## config.mk

```make
export PLATFORM = sky130hd
export DESIGN_NAME = sec_prescaler
export DESIGN_NICKNAME = d
export VERILOG_FILES = /design/src/rtl/sec_prescaler_pkg.sv /design/src/rtl/trim_source_mux.sv /design/src/rtl/second_counter.sv /design/src/rtl/sec_prescaler.sv
export SDC_FILE = /design/constraint.sdc
export NUM_CORES = 1
export LEC_CHECK = 0
export BUFFER_PORTS_ARGS = -buffer_cell sky130_fd_sc_hd__clkbuf_2
export CORE_MARGIN = 10
export CORE_UTILIZATION = 45
export CTS_BUF_LIST = sky130_fd_sc_hd__clkbuf_16
export DETAILED_ROUTE_END_ITERATION = 6
export PLACE_DENSITY = 0.75
export SETUP_SLACK_MARGIN = 0.1
export SLEW_MARGIN = 25
export SYNTH_ARGS = -nofsm -noshare
export SYNTH_HDL_FRONTEND = slang
export SYNTH_SLANG_ARGS = --single-unit
```

## constraint.sdc

```tcl
create_clock -name clk -period 1.6 [get_ports clk]
set_input_delay 0.32 -clock clk [delete_from_list [all_inputs] [get_ports clk]]
set_output_delay 0.32 -clock clk [all_outputs]
set_load 0.005 [all_outputs]
```

## src/rtl/sec_prescaler_pkg.sv

```systemverilog
package sec_prescaler_pkg;

    typedef enum logic {
        SRC_SOFT = 1'b0,
        SRC_HARD = 1'b1
    } trim_src_e;

    typedef struct packed {
        logic      run;
        logic      hw_armed;
        trim_src_e src;
    } pre_cfg_t;

    // Hardware word only when its source is chosen and trimming is armed
    function automatic logic use_hard(input pre_cfg_t cfg);
        return (cfg.src == SRC_HARD) && cfg.hw_armed;
    endfunction

    // Nominal trim word for a counter of the given width: half range minus one
    function automatic int unsigned nominal_trim(input int unsigned width);
        return (32'd1 << (width - 1)) - 32'd1;
    endfunction

endpackage

```

## src/rtl/trim_source_mux.sv

```systemverilog
module trim_source_mux
    import sec_prescaler_pkg::*;
#(
    parameter int unsigned CAL_W = 16
) (
    input  pre_cfg_t         cfg,
    input  logic [CAL_W-1:0] soft_word,
    input  logic [CAL_W-1:0] hard_word,
    output logic [CAL_W-1:0] chosen_word
);

    always_comb begin
        if (use_hard(cfg)) begin
            chosen_word = hard_word;
        end else begin
            chosen_word = soft_word;
        end
    end

endmodule

```

## src/rtl/second_counter.sv

```systemverilog
module second_counter #(
    parameter int unsigned CAL_W     = 16,
    parameter int unsigned RESET_LIM = 32767
) (
    input  logic             clk,
    input  logic             rst,
    input  logic             run,
    input  logic [CAL_W-1:0] next_lim,
    output logic [CAL_W-1:0] count,
    output logic [CAL_W-1:0] limit,
    output logic             tick
);

    localparam logic [CAL_W-1:0] LIM_INIT = CAL_W'(RESET_LIM);

    logic [CAL_W-1:0] cnt_q;
    logic [CAL_W-1:0] lim_q;
    logic             tick_q;
    logic             at_end;

    assign at_end = (cnt_q == lim_q);

    always_ff @(posedge clk) begin
        if (rst) begin
            cnt_q  <= '0;
            lim_q  <= LIM_INIT;
            tick_q <= 1'b0;
        end else if (!run) begin
            // stopped: rest at zero and track the selected word
            cnt_q  <= '0;
            lim_q  <= next_lim;
            tick_q <= 1'b0;
        end else if (at_end) begin
            // boundary: close the second and adopt the new word
            cnt_q  <= '0;
            lim_q  <= next_lim;
            tick_q <= 1'b1;
        end else begin
            cnt_q  <= cnt_q + 1'b1;
            tick_q <= 1'b0;
        end
    end

    assign count = cnt_q;
    assign limit = lim_q;
    assign tick  = tick_q;

endmodule

```

## src/rtl/sec_prescaler.sv

```systemverilog
module sec_prescaler
    import sec_prescaler_pkg::*;
#(
    parameter int unsigned CAL_W = 16
) (
    input  logic             clk,
    input  logic             rst,
    input  logic             run_en,
    input  logic             cal_hw_en,
    input  logic             cal_src_hw,
    input  logic [CAL_W-1:0] sw_cal,
    input  logic [CAL_W-1:0] hw_cal,
    output logic             sec_tick,
    output logic [CAL_W-1:0] cal_in_use
);

    localparam int unsigned DEF_TRIM = nominal_trim(CAL_W);

    pre_cfg_t         cfg;
    logic [CAL_W-1:0] chosen;
    logic [CAL_W-1:0] sec_count;

    assign cfg.run      = run_en;
    assign cfg.hw_armed = cal_hw_en;
    assign cfg.src      = cal_src_hw ? SRC_HARD : SRC_SOFT;

    trim_source_mux #(
        .CAL_W(CAL_W)
    ) u_mux (
        .cfg        (cfg),
        .soft_word  (sw_cal),
        .hard_word  (hw_cal),
        .chosen_word(chosen)
    );

    second_counter #(
        .CAL_W    (CAL_W),
        .RESET_LIM(DEF_TRIM)
    ) u_count (
        .clk     (clk),
        .rst     (rst),
        .run     (cfg.run),
        .next_lim(chosen),
        .count   (sec_count),
        .limit   (cal_in_use),
        .tick    (sec_tick)
    );

endmodule

```

### After elaboration in Yosys (flattened, before gate mapping)

Cells that the tools add are included.

| storage, ports and cells | value |
|---|---|
| bits in registers | 33 |
| word-level logic and storage cells | 15 |
| input port bits | 37 |
| output and inout port bits | 17 |

| operators by class | value |
|---|---|
| add/sub/neg operators | 1 |
| bitwise operators | 1 |
| mux-type cells | 5 |
| eq/ne operators | 2 |
| reductions and logical operators | 3 |

Operator list:

| operator | count |
|---|---|
| $mux 16 | 3 |
| $add 16x1->16 const B | 1 |
| $eq 16x16->1 | 1 |
| $reduce_or 3->1 | 1 |
| $mux 1 | 2 |
| $ne 2x1->1 const B | 1 |
| $reduce_or 2->1 | 1 |
| $logic_and 1x1->1 | 1 |
| $not 1->1 | 1 |

### Logic depth before layout (Yosys ltp)

| depth | value |
|---|---|
| depth in word-level cells | 5 |
| gate-level depth with buffers | 7 |
| mapped depth without buffers | 5 |

### Cells and area by module

Synthesis repeated with hierarchy kept, for this count alone.

| second synthesis, totals | value |
|---|---|
| cells, all modules | 190 |
| area, all modules | 1834.3 um^2 |

By module, submodules not included:

| module | area each (um^2) | instances | cells an instance | sequential area each (um^2) |
|---|---|---|---|---|
| second_counter | 1599.0 | 1 | 172 | 660.6 |
| trim_source_mux | 235.2 | 1 | 18 | 0.0 |

### Worst setup path after synthesis

No wires, ideal clock.

| path | value |
|---|---|
| path kind | reg2reg |
| start | register u_count.cnt_q[0], in the netlist u_count.count[0] |
| end | register u_count.cnt_q[14], in the netlist u_count.count[14] |
| cell stages (with the launch flop) | 6 |
| path buffers | 0 |
| setup time | 0.086 ns |
| slack | 0.002 ns |
| arrival | 1.513 ns |
| required time | 1.514 ns |
| path through | dfxtp_1 -> ha_1 -> nand3_1 -> or2_1 -> or3_1 -> a211oi_1 |

| on the way | value |
|---|---|
| cells in the longest elaborated chain, start to end | 2 |
| elaborated cells between the ends (all ways) | 3 |

RTL lines:

| what | RTL line | source |
|---|---|---|
| start: declaration | second_counter.sv:16 | `logic [CAL_W-1:0] cnt_q;` |
| start signal: assignment | second_counter.sv:39 | `cnt_q <= cnt_q + 1'b1;` |
| parallel branches: the longest is 2 deep, another holds $add 16x1->16 | -- |  |

Several ways; the timed one is not identified.
A chain may end at the register's enable or synchronous reset.

### Final worst setup path

| path | value |
|---|---|
| start | register u_count.cnt_q[8], in the netlist u_count.count[8] |
| end | register u_count.cnt_q[15], in the netlist u_count.count[15] |

Same word-level chain as after synthesis.

==> flow_summary.toml <==
[run_status]
status = "finished clean"

[power_and_ir_drop]
p_int_mw = 1.72
p_leak_nw = 1.10
swShare_pct = 22.6
clkPwrFrac_pct = 47.9
sequentialPowerShare_pct = 40.4
powerDensity_nw_per_um2 = 852
netSwitchingPower_mw = 0.503
power_frac_comb_pct = 11.7
ir_drop_mv = 0.511
total_power_mw = 2.22

[route]
routed-via-count = 1559
viasPerCell = 5.08
drc = 0
antenna_left = 0
firstDrtPassIters = 4
routed_wl_um = 4500
first_iter_violations = 36
wl_per_cell_um = 14.7

[synth]
ys_types = 39
synth_async_sr_flop_share_pct = 0
synth_cells = 192
syn-cell-area_um2 = 1860
synth_top_area_share_pct = 35.5
synthFlopType = "dfxtp_1"
yosys-top-cells-area = "dfxtp_1, xor2_1, mux2i_1"
seq_area_frac_synth_pct = 35.5
yosys-top-cells-count = "dfxtp_1, xor2_1, a211oi_1, and3_1"
synth_edf_count = 0
ys_ff_latch = 33
syn-mean-instance-area_um2 = 9.70
synth.most_common_cell = "dfxtp_1"
synthesis.nets = 230
yosys_warnings = 0
synth_top_area_cell = "dfxtp_1"

[hold_path]
hold_class = "input pin to flop"

[sta]
rsz0062_at_grt = "true"
maxSlewHeadroom_pct = 69.1
setup_viol = 0
worst_slack_ps = 70.7
fin_crit_sh_pct = 95.6
timing.final.crit_period_ps = 1530
max_freq_mhz = 654
tightestPinTransition_ps = 463
skew_ps = 2.91
drv_slew = 0
tns_ps = 0
finalHoldViolCount = 0

[global_routing]
overflow = 0
grt_max_degree = 22
track_usage_pct = 12.8
antenna_found_initial = 0
grt_pass1_wl_um = 7600
grt_pass1_vias = 1632

[clock_network]
clk_latency_ps = 270
cts.clk_slew.worst_paths_ps = 50
cts_tree = "built"
cts_made_buffers = 5
cts_max_path_buffers = 2
cts.sink_count = 33
cts_htree_levels = 2
cts_root_buf = "clkbuf_16"
postCtsHoldBufs = 0

[finish]
n_antenna_cell = 0
multi_input_area_um2 = 1240
drive_above_1_share_pct = 51.4
areaGrowthSynthToFinish_pct = 39.9
ff_latch_area_um2 = 702
fillers = 329
layout.nets = 294

[setup_path]
worst_setup_path_start_kind = "flop"
path_buf_inv = 0
cp_slowest_stage_delay_ps = 490
end_kind = "flop"
crit_type = "flop to flop"
critPathMaxFanout = 5
worstPathRequired_ps = 1790
cp_data_arrival_time_ps = 1720
cp_top_family = "simple AND/OR/NAND/NOR gates"
critPathSlowestCell = "or4_4"
path_cells = "and4_4 -> nand4_4 -> or4_4 -> a211oi_2"

[placement]
pre_cts_slack_ps = 24.7
hpwl_um = 3530
port_buffers = 53
gp_congestion = 0.810

[die]
design.core.area_um2 = 4000
die-area_um2 = 7110
chipWidth_um = 84.3
die_h_um = 84.3
initial_core_util_pct = 46.6
row_count = 23
ios = 54

[flow_run]
drv_cap = 0
## tightest hold or removal path: stages
cell	delay (ps)
clkbuf_2	70
a211oi_1	50
mux2i_1	100
## layout make-up
type	instances	share of cell area (%)
Timing Repair Buffer	70	16.5
Sequential cell	33	26.9
Clock inverter	3	1.58
Tap cell	50	2.40
Multi-Input combinational cell	144	47.5
Clock buffer	5	4.80
Inverter	2	0.288
## cell families (layout without fill, tap and decap cells)
kind of cell               after synthesis  count (layout)  synth area share (%)
buffers and inverters                   15              80                  4.57
and+or+nand+nor                         77              77                  27.3
AOI/OAI and AO/OA                       23              23                  10.2
DFF                                     33              33                  35.5
muxes                                   16              16                  8.66
xor gates and xnor gates                27              27                  13.1
adders and majority gates                1               1                 0.671
## timing repair
action,4_1_cts,5_1_grt
setup buffers,0,3
pin swaps,2,9
gates resized for setup,16,17
endpoints found under the setup margin,33,33
## power by group through the flow
stage	clock, mW	sequential (mW)	combinational (mW)
2_1_floorplan	0	0.912	0.145
3_3_place_gp	0	0.915	0.254
3_5_place_dp	0	0.916	0.259
4_1_cts	1.09	0.893	0.262
5_1_grt	1.14	0.902	0.291
6_report	1.06	0.896	0.260
## metal layers
metal / routed length [µm] / global-route usage (%) / vias up
met1: 2080 / 15.5 / 690
met3: 364 / 5.89 / 4
li1: - / - / 814
met2: 2010 / 19.4 / 51
met5: 0 / 0 / -
met4: 54 / 4.94 / 0
## final timing paths
check | startpoint | end | slack (ps) | depth (start not counted)
max reg2reg | u_count.count[8] | u_count.count[15] | 70 | 4
max | u_count.count[8] | u_count.count[15] | 70 | 4
min | sw_cal[0] | u_count.limit[0] | 320 | 3
min reg2reg | u_count.count[0] | u_count.count[0] | 470 | 1
## metrics by stage
step	util [%]	std cells	hold WS, ps	area (µm²)
after floorplan	-	192	469	1950
after global placement	58.1	296	492	2320
after detailed placement	58.1	296	494	2320
after CTS	63.1	304	316	2520
after global routing	65.2	307	331	2610
final	65.2	307	316	2610
## layout by cell type (no fill, tap or decap), drive strengths merged, types with 2 or more instances in the layout
cell    Yosys  final
a211oi     18     18
and3       18     18
and4        2      2
buf         6     17
clkbuf      7     58
dfxtp      33     33
inv         2      2
mux2i      15     15
nand2       5      5
nand3       6      6
nand4       3      3
nor2       15     15
nor2b       2      2
nor3       14     14
nor4        4      4
o21ai       2      2
or3         2      2
xnor2       5      5
xor2       22     22
## state kept, by name, indices dropped and copies added, names as in the netlist
register       cells
u_count.count     16
u_count.limit     16
u_count.tick       1
Note: power is estimated with default switching activity, not from simulation.
